**config.mk**
```make
export PLATFORM = sky130hd
export DESIGN_NAME = bdring_seq
export DESIGN_NICKNAME = d
export VERILOG_FILES = /design/src/rtl/bdr_pkg.sv /design/src/rtl/bdr_hdr_decode.sv /design/src/rtl/bdr_ptr_next.sv /design/src/rtl/bdr_wb_compose.sv /design/src/rtl/bdring_seq.sv
export SDC_FILE = /design/constraint.sdc
export NUM_CORES = 1
export LEC_CHECK = 0
export BUFFER_PORTS_ARGS = -buffer_cell sky130_fd_sc_hd__buf_2
export CAP_MARGIN = 30
export CORE_MARGIN = 4
export CORE_UTILIZATION = 53
export DETAILED_ROUTE_END_ITERATION = 6
export GPL_ROUTABILITY_DRIVEN = 0
export PLACE_DENSITY = 0.79
export SYNTH_ARGS = -nofsm -noshare
export SYNTH_HDL_FRONTEND = slang
export SYNTH_HIERARCHICAL = 1
export SYNTH_SLANG_ARGS = --single-unit
export TNS_END_PERCENT = 100
```
**constraint.sdc**
```tcl
create_clock -name clk -period 2.96 [get_ports clk]
set_clock_uncertainty 0.2 [all_clocks]
set_input_delay 0.148 -clock clk [delete_from_list [all_inputs] [get_ports clk]]
set_output_delay 0.148 -clock clk [all_outputs]
set_load 0.1 [all_outputs]
```
**src/rtl/bdr_pkg.sv**
```systemverilog
package bdr_pkg;
    localparam int WORD_W = 32;
    localparam int CNT_W  = 16;
    localparam int FLD_W  = 8;

    // status bit positions
    localparam int S_OWN  = 0;
    localparam int S_WRAP = 1;
    localparam int S_CONT = 2;
    localparam int S_INTR = 3;
    localparam int S_FAIL = 4;
    localparam int S_EXT  = 7;
    // command bit position
    localparam int C_SWAP = 7;

    localparam int DESC_BYTES     = 8;
    localparam int DESC_EXT_BYTES = 12;

    typedef enum logic [2:0] {
        ST_IDLE, ST_RD0, ST_RD1, ST_RD2, ST_XFER, ST_WB, ST_NEXT
    } seq_state_e;

    typedef struct packed {
        logic [FLD_W-1:0] cmd;
        logic [FLD_W-1:0] stat;
        logic [CNT_W-1:0] count;
    } desc_hdr_t;
endpackage

```
**src/rtl/bdr_hdr_decode.sv**
```systemverilog
module bdr_hdr_decode
    import bdr_pkg::*;
(
    input  logic [WORD_W-1:0] word_i,
    output desc_hdr_t         hdr_o,
    output logic              own_o
);
    always_comb begin
        hdr_o = desc_hdr_t'(word_i);
        own_o = hdr_o.stat[S_OWN];
    end
endmodule

```
**src/rtl/bdr_ptr_next.sv**
```systemverilog
module bdr_ptr_next
    import bdr_pkg::*;
#(
    parameter int AW = 16
) (
    input  logic [AW-1:0] cur_i,
    input  logic [AW-1:0] base_i,
    input  logic          wrap_i,
    input  logic          ext_i,
    output logic [AW-1:0] next_o
);
    localparam logic [AW-1:0] STEP_N = AW'(DESC_BYTES);
    localparam logic [AW-1:0] STEP_X = AW'(DESC_EXT_BYTES);

    logic [AW-1:0] step;

    always_comb begin
        step   = ext_i ? STEP_X : STEP_N;
        next_o = wrap_i ? base_i : (cur_i + step);
    end
endmodule

```
**src/rtl/bdr_wb_compose.sv**
```systemverilog
module bdr_wb_compose
    import bdr_pkg::*;
(
    input  desc_hdr_t         hdr_i,
    input  logic              fail_i,
    output logic [WORD_W-1:0] word_o
);
    desc_hdr_t upd;

    always_comb begin
        upd              = hdr_i;
        upd.stat[S_OWN]  = 1'b0;
        upd.stat[S_FAIL] = hdr_i.stat[S_FAIL] | fail_i;
        word_o           = WORD_W'(upd);
    end
endmodule

```
**src/rtl/bdring_seq.sv**
```systemverilog
module bdring_seq
    import bdr_pkg::*;
#(
    parameter int AW = 16
) (
    input  logic              clk,
    input  logic              rst_n,
    input  logic              start,
    input  logic [AW-1:0]     base_ptr,
    output logic              mem_req,
    output logic              mem_we,
    output logic [AW-1:0]     mem_addr,
    output logic [31:0]       mem_wdata,
    input  logic              mem_ack,
    input  logic [31:0]       mem_rdata,
    output logic              xfer_req,
    output logic [31:0]       xfer_addr,
    output logic [31:0]       xfer_ext_addr,
    output logic [15:0]       xfer_count,
    output logic [1:0]        xfer_size,
    output logic              xfer_swap,
    input  logic              xfer_done,
    input  logic              xfer_err,
    output logic [AW-1:0]     cur_ptr,
    output logic              busy,
    output logic              err_flag,
    output logic              irq
);
    localparam logic [AW-1:0] OFS_W1 = AW'(4);
    localparam logic [AW-1:0] OFS_W2 = AW'(8);

    typedef struct packed {
        seq_state_e        state;
        logic [AW-1:0]     cur;
        logic [AW-1:0]     base;
        desc_hdr_t         hdr;
        logic [WORD_W-1:0] buf_addr;
        logic [WORD_W-1:0] ext_addr;
        logic              xfail;
        logic              err;
        logic              irq;
    } seq_regs_t;

    seq_regs_t r_q, r_d;

    desc_hdr_t         dec_hdr;
    logic              dec_own;
    logic [AW-1:0]     ptr_nxt;
    logic [WORD_W-1:0] wb_word;

    bdr_hdr_decode u_dec (
        .word_i (mem_rdata),
        .hdr_o  (dec_hdr),
        .own_o  (dec_own)
    );

    bdr_ptr_next #(.AW(AW)) u_ptr (
        .cur_i  (r_q.cur),
        .base_i (r_q.base),
        .wrap_i (r_q.hdr.stat[S_WRAP]),
        .ext_i  (r_q.hdr.stat[S_EXT]),
        .next_o (ptr_nxt)
    );

    bdr_wb_compose u_wb (
        .hdr_i  (r_q.hdr),
        .fail_i (r_q.xfail),
        .word_o (wb_word)
    );

    always_comb begin
        r_d     = r_q;
        r_d.irq = 1'b0;
        case (r_q.state)
            ST_IDLE: begin
                if (start) begin
                    r_d.state = ST_RD0;
                    r_d.cur   = base_ptr;
                    r_d.base  = base_ptr;
                    r_d.err   = 1'b0;
                end
            end
            ST_RD0: begin
                if (mem_ack) begin
                    r_d.hdr   = dec_hdr;
                    r_d.state = dec_own ? ST_RD1 : ST_IDLE;
                end
            end
            ST_RD1: begin
                if (mem_ack) begin
                    r_d.buf_addr = mem_rdata;
                    r_d.ext_addr = '0;
                    r_d.state    = r_q.hdr.stat[S_EXT] ? ST_RD2 : ST_XFER;
                end
            end
            ST_RD2: begin
                if (mem_ack) begin
                    r_d.ext_addr = mem_rdata;
                    r_d.state    = ST_XFER;
                end
            end
            ST_XFER: begin
                if (xfer_done) begin
                    r_d.xfail = xfer_err;
                    r_d.state = ST_WB;
                end
            end
            ST_WB: begin
                if (mem_ack) begin
                    r_d.irq   = r_q.hdr.stat[S_INTR];
                    r_d.err   = r_q.err | r_q.xfail;
                    r_d.state = ST_NEXT;
                end
            end
            ST_NEXT: begin
                r_d.cur   = ptr_nxt;
                r_d.state = r_q.hdr.stat[S_CONT] ? ST_RD0 : ST_IDLE;
            end
            default: r_d.state = ST_IDLE;
        endcase
    end

    always_ff @(posedge clk or negedge rst_n) begin
        if (!rst_n) begin
            r_q <= '{state: ST_IDLE, default: '0};
        end else begin
            r_q <= r_d;
        end
    end

    always_comb begin
        mem_req = (r_q.state == ST_RD0) || (r_q.state == ST_RD1) ||
                  (r_q.state == ST_RD2) || (r_q.state == ST_WB);
        mem_we  = (r_q.state == ST_WB);
        case (r_q.state)
            ST_RD1:  mem_addr = r_q.cur + OFS_W1;
            ST_RD2:  mem_addr = r_q.cur + OFS_W2;
            default: mem_addr = r_q.cur;
        endcase
        mem_wdata     = wb_word;
        xfer_req      = (r_q.state == ST_XFER);
        xfer_addr     = r_q.buf_addr;
        xfer_ext_addr = r_q.ext_addr;
        xfer_count    = r_q.hdr.count;
        xfer_size     = r_q.hdr.cmd[1:0];
        xfer_swap     = r_q.hdr.cmd[C_SWAP];
        cur_ptr       = r_q.cur;
        busy          = (r_q.state != ST_IDLE);
        err_flag      = r_q.err;
        irq           = r_q.irq;
    end
endmodule

```
# ---- After elaboration in Yosys (flattened, before gate mapping)
# Cells that the tools add are included.
# W data, S select, Z words.
dict set report totals {
  wordCells 65
  in_bits 54
  output_inout_bits 153
  ff_bits 134
}
dict set report op_classes {
  n_eq_ne 12
  reduce_logical 16
  n_addsub 3
  bitwise_logic 2
  n_mux 21
}
# cell count
set ops {}
lappend ops {{$mux W32} 2}
lappend ops {{$pmux W16 S2} 2}
lappend ops {{$pmux W32 S2} 1}
lappend ops {{$mux W35} 1}
lappend ops {{$mux W3} 7}
lappend ops {{$pmux W3 S7} 1}
lappend ops {{$add A16 B16 Y16} 1}
lappend ops {{$add A16 B3 Y16 const B} 1}
lappend ops {{$add A16 B4 Y16 const B} 1}
lappend ops {{$mux W16} 1}
lappend ops {{$reduce_and A2 Y1} 5}
lappend ops {{$eq A3 B3 Y1 const B} 3}
lappend ops {{$ne A2 B2 Y1 const B} 4}
lappend ops {{$eq A3 B2 Y1 const B} 2}
lappend ops {{$reduce_and A3 Y1} 2}
lappend ops {{$reduce_and A6 Y1} 1}
lappend ops {{$reduce_bool A2 Y1} 3}
lappend ops {{$mux W2} 2}
lappend ops {{$ne A2 B1 Y1 const B} 2}
lappend ops {{$eq A3 B1 Y1 const B} 1}
lappend ops {{$logic_not A3 Y1} 1}
lappend ops {{$logic_or A1 B1 Y1} 3}
lappend ops {{$mux W1} 3}
lappend ops {{$reduce_bool A3 Y1} 1}
lappend ops {{2 further kinds} 3}

# ---- Longest topological paths before layout
# Gate-level depths: netlist (run 1).
dict set report logic_depth {
  ltp_word 4
  depth_mapped 9
  depth_no_buf 9
}

# ---- Hierarchy
# Netlist (run 1), hierarchy kept.
# mod seq_area_each_um2 instances cells_per_inst area_per_inst_um2
set by_module_without_submodules {}
lappend by_module_without_submodules {bdring_seq 3353.2 1 567 6347.3}
lappend by_module_without_submodules {bdr_ptr_next 0.0 1 66 432.9}
lappend by_module_without_submodules {bdr_hdr_decode 0.0 1 33 247.7}
lappend by_module_without_submodules {bdr_wb_compose 0.0 1 33 242.7}

# ---- Least setup slack after synthesis (run 1)
# OpenSTA, ideal clock, no wires.
dict set report synth_path {
  kind {register -> output}
  start {register r_q[133] (netlist bit)}
  end {output mem_addr[3]}
  required_time_ns 2.612
  setup_slack_ns -0.369
  path_buffers 1
  path_stages_with_launch 4
  t_arrival_ns 2.981
  cell_sequence {dfrtp_1 buf_2 or2b_4 o21ai_0}
}
dict set report synth_between {
  elab_chain_cells 2
  elab_cells_between_ends 3
  cone_classes {eq/ne: 2; mux: 1}
}
# item line
set synth_rtl {}
lappend synth_rtl {{start, declared} bdring_seq.sv:44} ;# seq_regs_t r_q, r_d;
lappend synth_rtl {{start signal, assigned} bdring_seq.sv:127} ;# r_q <= r_d;
lappend synth_rtl {{$eq A3 B2 Y1} bdring_seq.sv:135} ;# case (r_q.state)
lappend synth_rtl {{$pmux W16 S2 *} bdring_seq.sv:135}
lappend synth_rtl {{end, declared} bdring_seq.sv:12} ;# output logic [AW-1:0] mem_addr,
# Every way passes the cells marked *; elsewhere a longest branch is shown, timed or not.

# ---- Worst setup path in the final report (run 1)
dict set report layout_path {
  start {register r_q[131] (netlist bit)}
  end {output mem_addr[10]}
}
# Same word-level chain as after synthesis.

==> results of run 1 <==
## registers in the layout, indices dropped and copies added (netlist names)
name / cells
xfer_count: 16
irq: 1
xfer_addr: 32
err_flag: 1
xfer_ext_addr: 32
xfer_swap: 1
cur_ptr: 16
xfer_size: 2
r_q: 32
## metal layers
layer	track usage, %	vias up
met5	0	-
met4	6.64	0
met3	6.35	22
met2	35.4	146
met1	26.3	2434
li1	-	2347
## metrics by stage
| stage | hold slack [ps] | worst slack (ps) | TNS [ps] |
|---|---|---|---|
| after floorplan | -348 | 10.7 | 0 |
| after global placement | 64.3 | 572 | 0 |
| after detailed placement | 67.5 | 516 | 0 |
| after CTS | 40.7 | 81.5 | 0 |
| after global routing | 54.3 | -10.8 | -10.8 |
| final | 52.3 | 182 | 0 |
## worst reg2reg max path, cell delays in order (launching register included)
cell and delay, ps:
dfrtp_1 480, ha_1 270, inv_1 70, ha_1 210, nand2b_1 210, nor4_2 290, xor2_1 100, mux2_2 270
a22oi_1 180, nand2_1 80
## area by class of cell
class / count / area share, %
flip-flops and latches: 133 / 39.4
multi-input cells: 365 / 30.2
repair buffers: 270 / 20.6
clock buffers: 25 / 5.99
well taps: 176 / 2.61
clock inverters: 7 / 0.815
inverters: 6 / 0.267
## what timing repair did
action | in CTS | in global routing
endpoints found under the setup margin | 0 | 5
endpoints found under the hold margin | 212 | 0
hold buffers | 52 | 0
resized for setup | 0 | 6
## worst max-delay path by stage
stage | endpoint | start | slack (ps) | cells after the start
final | mem_addr[10] | r_q[131] | 180 | 5
after global routing | mem_addr[10] | cur_ptr[3] | -10 | 6
after CTS | mem_addr[14] | r_q[131] | 80 | 5
after detailed placement | cur_ptr[14] | cur_ptr[2] | 520 | 9
after global placement | mem_addr[15] | r_q[132] | 570 | 5
after floorplan | mem_addr[6] | cur_ptr[3] | 10 | 4
==> flow_metrics.py, run 1 <==
metrics = {
    "outcome": {
        "status": "completed",
    },
    "worst_setup_path": {
        "critPathRequiredTime_ps": 2610,
        "cpLargestDelayFamily": "flip-flops",
        "cp_cell_sequence": "mux2_2, nand4_1, nor2_1, xor2_1, buf_2",
        "r2r_start": "cur_ptr[2]",
        "worst-path-max-fanout": 29,
        "worstRegToRegCells": 9,
        "worstPathArrival_ps": 2430,
        "worstSetupStartpointType": "flop",
        "cp.buffers_inverters": 1,
        "reg2reg_slack_ps": 490,
        "cpMaxStageDelayCell": "dfrtp_2",
        "slowest_delay_ps": 710,
        "critPathKind": "flop to primary output",
        "reg2reg_to": "cur_ptr[14]",
        "end_kind": "primary output",
    },
    "timing": {
        "period_needed_ps": 2780,
        "slew_headroom_pct": 47.6,
        "report.final.slew_viol_count": 0,
        "fin_crit_sh_pct": 93.8,
        "finalHoldViolCount": 0,
        "tightest_slew_ps": 786,
        "final-setup-viol-count": 0,
        "max_freq_mhz": 360,
    },
    "global_route": {
        "overflow": 0,
        "antenna_found_initial": 0,
        "grt_pass1_vias": 4989,
        "grt_pass1_wl_um": 26500,
        "grt_use_total_pct": 21.1,
        "grt_max_degree": 85,
    },
    "cts": {
        "clk_path_buf_depth": 2,
        "worstSkewPairLatency_ps": 410,
        "clk_pin_slew_ps": 60,
        "cts_tree": "done",
        "cts_setup_buffers": 0,
        "cts_htree_levels": 4,
        "cts_made_buffers": 17,
        "cts_sinks": 133,
        "cts-root-buf": "clkbuf_16",
    },
    "placed_design": {
        "portBuffers": 205,
        "place_inst": 898,
        "hpwlAfterDp_um": 11000,
        "placed_area_mm2": 0.00733,
    },
    "final_layout": {
        "design_area_mm2": 0.00844,
        "seqCellArea_mm2": 0.00333,
        "final_cell_mix": "buf_2, dfrtp_1, nand2_1, mux2_2, dlygate4sd3_1",
        "finalNonFillerCells": 982,
        "layout_commonest_cell": "buf_2",
        "n_fill_cell": 1041,
        "multiInputGateArea_mm2": 0.00255,
        "postLayoutCoreUtil_pct": 63.5,
        "layout.nets": 851,
        "antenna_cells": 0,
        "area_growth_pct": 16.8,
        "drive_gt1_share_pct": 42.8,
    },
    "logic_synthesis": {
        "syn_nets": 754,
        "synth.avg_cell_area_um2": 10.4,
        "synth_cells": 696,
        "ys.warnings.count": 6,
        "synth_area_mm2": 0.00723,
    },
    "floorplan": {
        "rows": 42,
        "chipHeight_um": 125,
        "start_util_pct": 54.4,
        "dieArea_mm2": 0.0156,
        "ios": 207,
        "die_w_um": 125,
        "core_mm2": 0.0133,
    },
    "routing": {
        "met1_length_um": 6770,
        "vias": 4949,
        "drc": 0,
        "route.top_layer_used": "met4",
        "wl_per_cell_um": 16.6,
        "dr.pass1.iters": 4,
        "ant_nets": 0,
        "routed-wl-met3_um": 1120,
        "drtIter0Drc": 267,
        "wl_met2_um": 8120,
        "drt_wl_total_um": 16300,
        "vias_per_cell": 5.04,
    },
    "min_path": {
        "holdPathEnd": "r_q[100]",
        "hp-class": "input port to flop",
        "min_delay_path_depth": 3,
        "worstHoldStart": "start",
    },
    "run": {
        "max-cap-violations": 0,
    },
}
Power of run 1 is left out: the tool's default activity adds up to more than one toggle a clock period on the data nets, which glitch-free logic cannot reach.
==> run 2, diff against run 1 <==
--- a/config.mk
+++ b/config.mk
@@ -12,6 +12,7 @@
 export DETAILED_ROUTE_END_ITERATION = 6
 export GPL_ROUTABILITY_DRIVEN = 0
 export PLACE_DENSITY = 0.79
+export SETUP_SLACK_MARGIN = 0.2
 export SYNTH_ARGS = -nofsm -noshare
 export SYNTH_HDL_FRONTEND = slang
 export SYNTH_HIERARCHICAL = 1
==> run 2 against run 1 <==
Compared with the run above:
- via count rose by 0.79%
- flip-flop and latch count did not move
- design area rose by 0.67%
- utilization rose by 0.42 points
==> flow_metrics.py, run 2 (synthesis gave the netlist of run 1 again) <==
metrics = {
    "floorplan": {
        "rows": 42,
        "core_mm2": 0.0133,
        "dieArea_mm2": 0.0156,
        "chipHeight_um": 125,
        "start_util_pct": 54.4,
        "die_w_um": 125,
        "ios": 207,
    },
    "run": {
        "max-cap-violations": 0,
    },
    "global_route": {
        "grt_use_total_pct": 21.4,
        "grt_pass1_wl_um": 26700,
        "grt_max_degree": 66,
        "overflow": 0,
        "grt_pass1_vias": 5103,
        "antenna_found_initial": 0,
    },
    "final_layout": {
        "seqCellArea_mm2": 0.00333,
        "design_area_mm2": 0.00850,
        "multiInputGateArea_mm2": 0.00258,
        "layout_commonest_cell": "buf_2",
        "final_cell_mix": "buf_2, dfrtp_1, nand2_1, mux2_2, dlygate4sd3_1",
        "n_fill_cell": 1005,
        "drive_gt1_share_pct": 43.7,
        "area_growth_pct": 17.6,
        "antenna_cells": 0,
        "layout.nets": 852,
    },
    "worst_setup_path": {
        "end_kind": "primary output",
        "reg2reg_slack_ps": 580,
        "r2r_start": "cur_ptr[2]",
        "worstRegToRegCells": 9,
        "worstPathArrival_ps": 2260,
        "reg2reg_to": "cur_ptr[14]",
        "critPathKind": "flop to primary output",
        "slowest_delay_ps": 620,
        "worst-path-max-fanout": 19,
        "cpMaxStageDelayCell": "dfrtp_2",
        "cp_cell_sequence": "buf_4, inv_1, nand3_1, o21ai_0, a21oi_2, buf_2",
        "critPathRequiredTime_ps": 2610,
        "worstSetupStartpointType": "flop",
    },
    "routing": {
        "drc": 0,
        "drtIter0Drc": 260,
        "vias": 4988,
        "dr.pass1.iters": 4,
        "wl_per_cell_um": 16.5,
        "ant_nets": 0,
        "vias_per_cell": 5.08,
        "drt_wl_total_um": 16200,
    },
    "cts": {
        "cts_sinks": 133,
        "clk_pin_slew_ps": 50,
        "clk_path_buf_depth": 2,
        "cts-root-buf": "clkbuf_16",
        "cts_tree": "done",
        "cts_made_buffers": 17,
        "cts_htree_levels": 4,
        "worstSkewPairLatency_ps": 410,
    },
    "placed_design": {
        "portBuffers": 205,
        "placed_area_mm2": 0.00733,
        "hpwlAfterDp_um": 11000,
    },
    "min_path": {
        "worstHoldStart": "start",
        "hp-class": "input port to flop",
        "min_delay_path_depth": 4,
        "holdPathEnd": "r_q[131]",
    },
    "timing": {
        "report.final.slew_viol_count": 0,
        "setup_tns_ps": 0,
        "rsz0062_at_grt": "false",
        "period_needed_ps": 2610,
        "slew_headroom_pct": 50.7,
        "max_freq_mhz": 383,
        "final-setup-viol-count": 0,
        "tightest_slew_ps": 739,
        "finalHoldViolCount": 0,
        "fin_crit_sh_pct": 88.2,
    },
    "outcome": {
        "status": "completed",
    },
}
-- run 2: layer usage --
layer  share of wire (%)  track usage, %
met2                  51            35.2
met3                 6.2            6.39
met1                  40            25.5
met4                 2.8            10.4
met5                   0               0
-- run 2: critical path, delay by kind of cell, from the launching register on --
family / cells / cell delay [ps]
buffers and inverters: 3 / 870
DFF: 1 / 620
AOI/OAI and AO/OA: 2 / 290
and+or+nand+nor: 1 / 80
-- run 2: final cells by class --
class                      count  share of cell area, %
clock buffer                  23                   5.63
tap                          176                   2.59
timing repair buffer         271                   20.5
clock inverter                 8                   1.46
sequential                   133                   39.2
inverter                       6                  0.265
multi-input combinational    365                   30.3
-- run 2: worst max-delay path by stage --
stage | start | end | slack, ps
detailed placement | r_q[132] | mem_addr[15] | 470
global placement | r_q[132] | mem_addr[15] | 580
finish | r_q[131] | mem_addr[4] | 350
floorplan | cur_ptr[3] | mem_addr[6] | 10
global route | cur_ptr[3] | mem_addr[10] | 200
CTS | r_q[133] | mem_addr[14] | 130
-- run 2: timing repair --
item	4_1_cts	5_1_grt
pin swaps	0	1
cloned	0	0
resized for setup	7	5
setup buffers	0	1
hold endpoints to repair	193	0
hold buffers	52	0
endpoints found under the setup margin	8	10
-- run 2: stage by stage --
stage                     utilization, %  setup slack, ps  cells  hold slack [ps]
final                               63.9              348    982             83.3
after CTS                           63.7              130    981             60.6
after floorplan                        -             10.7    696             -348
after global placement              55.2              578    898            -25.6
after global routing                63.9              202    982              111
after detailed placement            55.2              469    898            -26.3
Power of run 2 is left out for the same reason.
==> run 3, diff against run 2 <==
--- a/config.mk
+++ b/config.mk
@@ -7,6 +7,7 @@
 export LEC_CHECK = 0
 export BUFFER_PORTS_ARGS = -buffer_cell sky130_fd_sc_hd__buf_2
 export CAP_MARGIN = 30
+export CORE_ASPECT_RATIO = 1.1
 export CORE_MARGIN = 4
 export CORE_UTILIZATION = 53
 export DETAILED_ROUTE_END_ITERATION = 6
==> run 3 against run 2 <==
Compared with the run above:
- global-route usage hardly changed
- first-iteration DRC count is 9.6% lower
- cell count increased by 0.92%
- utilization about the same
- flip-flop and latch count unchanged
- worst setup slack improved by 12 ps
- wire length increased by 1.9%
- die area is essentially flat
==> flow_metrics.py, run 3 (synthesis gave the netlist of run 1 again) <==
metrics = {
    "routing": {
        "drt_wl_total_um": 16500,
        "drc": 0,
        "wl_per_cell_um": 16.7,
        "drtIter0Drc": 235,
        "ant_nets": 0,
        "vias": 4955,
        "vias_per_cell": 5.00,
        "dr.pass1.iters": 5,
    },
    "timing": {
        "report.final.slew_viol_count": 0,
        "tightest_slew_ps": 834,
        "rsz0062_at_grt": "false",
        "setup_tns_ps": 0,
        "final-setup-viol-count": 0,
        "finalHoldViolCount": 0,
        "slew_headroom_pct": 44.4,
        "period_needed_ps": 2600,
        "hold_slack_ps": 87.3,
        "max_freq_mhz": 385,
        "fin_crit_sh_pct": 87.8,
    },
    "placed_design": {
        "hpwlAfterDp_um": 11000,
        "placed_area_mm2": 0.00734,
        "portBuffers": 205,
    },
    "global_route": {
        "grt_max_degree": 62,
        "overflow": 0,
        "antenna_found_initial": 0,
        "grt_pass1_vias": 4991,
        "grt_use_total_pct": 21.4,
        "grt_pass1_wl_um": 26100,
    },
    "cts": {
        "worstSkewPairLatency_ps": 410,
        "cts_sinks": 133,
        "cts_htree_levels": 4,
        "cts-root-buf": "clkbuf_16",
        "cts_tree": "done",
        "cts_made_buffers": 17,
        "clk_pin_slew_ps": 50,
        "clk_path_buf_depth": 2,
    },
    "final_layout": {
        "layout_commonest_cell": "buf_2",
        "antenna_cells": 0,
        "drive_gt1_share_pct": 44.4,
        "n_fill_cell": 1031,
        "design_area_mm2": 0.00849,
        "final_cell_mix": "buf_2, dfrtp_1, nand2_1, mux2_2, dlygate4sd3_1",
        "layout.nets": 852,
        "area_growth_pct": 17.4,
    },
    "worst_setup_path": {
        "slowest_delay_ps": 640,
        "critPathRequiredTime_ps": 2610,
        "worstPathArrival_ps": 2250,
        "end_kind": "primary output",
        "worstSetupStartpointType": "flop",
        "cp_cell_sequence": "mux2_2, nand4_1, buf_4, xnor2_1, buf_2",
        "critPathKind": "flop to primary output",
        "worst-path-max-fanout": 24,
        "cpMaxStageDelayCell": "dfrtp_2",
    },
    "floorplan": {
        "chipHeight_um": 130,
        "die_w_um": 119,
        "dieArea_mm2": 0.0156,
        "core_mm2": 0.0133,
        "start_util_pct": 54.5,
        "ios": 207,
        "rows": 44,
    },
    "run": {
        "max-cap-violations": 0,
    },
    "outcome": {
        "status": "completed",
    },
    "min_path": {
        "hp-class": "input port to async pin",
    },
}
[run 3: cell count changes in the layout (fill, tap and decap cells not counted), moves of 2 or more]
cell / delta
dfrtp_1: -2
inv_6: +2
clkinv_2: +3
clkinvlp_4: +2
dfrtp_2: +2
bufinv_16: -2
clkbuf_1: -3
[run 3: routing by layer]
layer / global-route usage (%) / share of wire (%) / vias up
li1: - / - / 2350
met1: 25.5 / 40 / 2423
met2: 37.2 / 51 / 163
met3: 6.84 / 7.5 / 19
met4: 7.01 / 1.4 / 0
met5: 0 / 0 / -
[run 3: worst paths after layout]
path	startpoint	endpoint	slack, ps	cells past startpoint
worst max-delay path	r_q[131]	mem_addr[6]	360	5
worst max register to register	cur_ptr[2]	cur_ptr[14]	610	9
max in group asynchronous	rst_n	xfer_ext_addr[14]	1790	3
worst min register to register	xfer_ext_addr[2]	xfer_ext_addr[2]	270	2
worst min-delay path	rst_n	xfer_count[6]	90	2
min in group clk	start	r_q[131]	90	4
[run 3: critical path: cells and delay by family, from the launching register on]
family        cells  cell delay, ps
buf+inv           2             600
flops             1             640
mux               1             400
xor+xnor          1             110
simple gates      1              90
[run 3: area by class of cell]
cell class,instances,area [um2],area share (%)
Timing Repair Buffer,271,1740,20.5
Clock buffer,20,467,5.50
Multi-Input combinational cell,365,2590,30.5
Inverter,6,22.5,0.265
Sequential cell,133,3330,39.3
Clock inverter,12,103,1.21
Tap cell,184,230,2.71
[run 3: timing repair]
action | 4_1_cts | 5_1_grt
gates resized for setup | 7 | 8
pin swaps | 0 | 1
endpoints found under the hold margin | 203 | 0
setup buffers | 0 | 1
endpoints found under the setup margin | 8 | 10
hold buffers | 52 | 0
[run 3: metrics by stage]
step	util [%]	setup slack, ps	cells
floorplan	-	10.7	696
CTS	63.7	109	990
global placement	55.3	591	906
detailed placement	55.3	490	906
finish	64.0	361	991
global route	64.0	200	991
Power of run 3 is left out for the same reason.
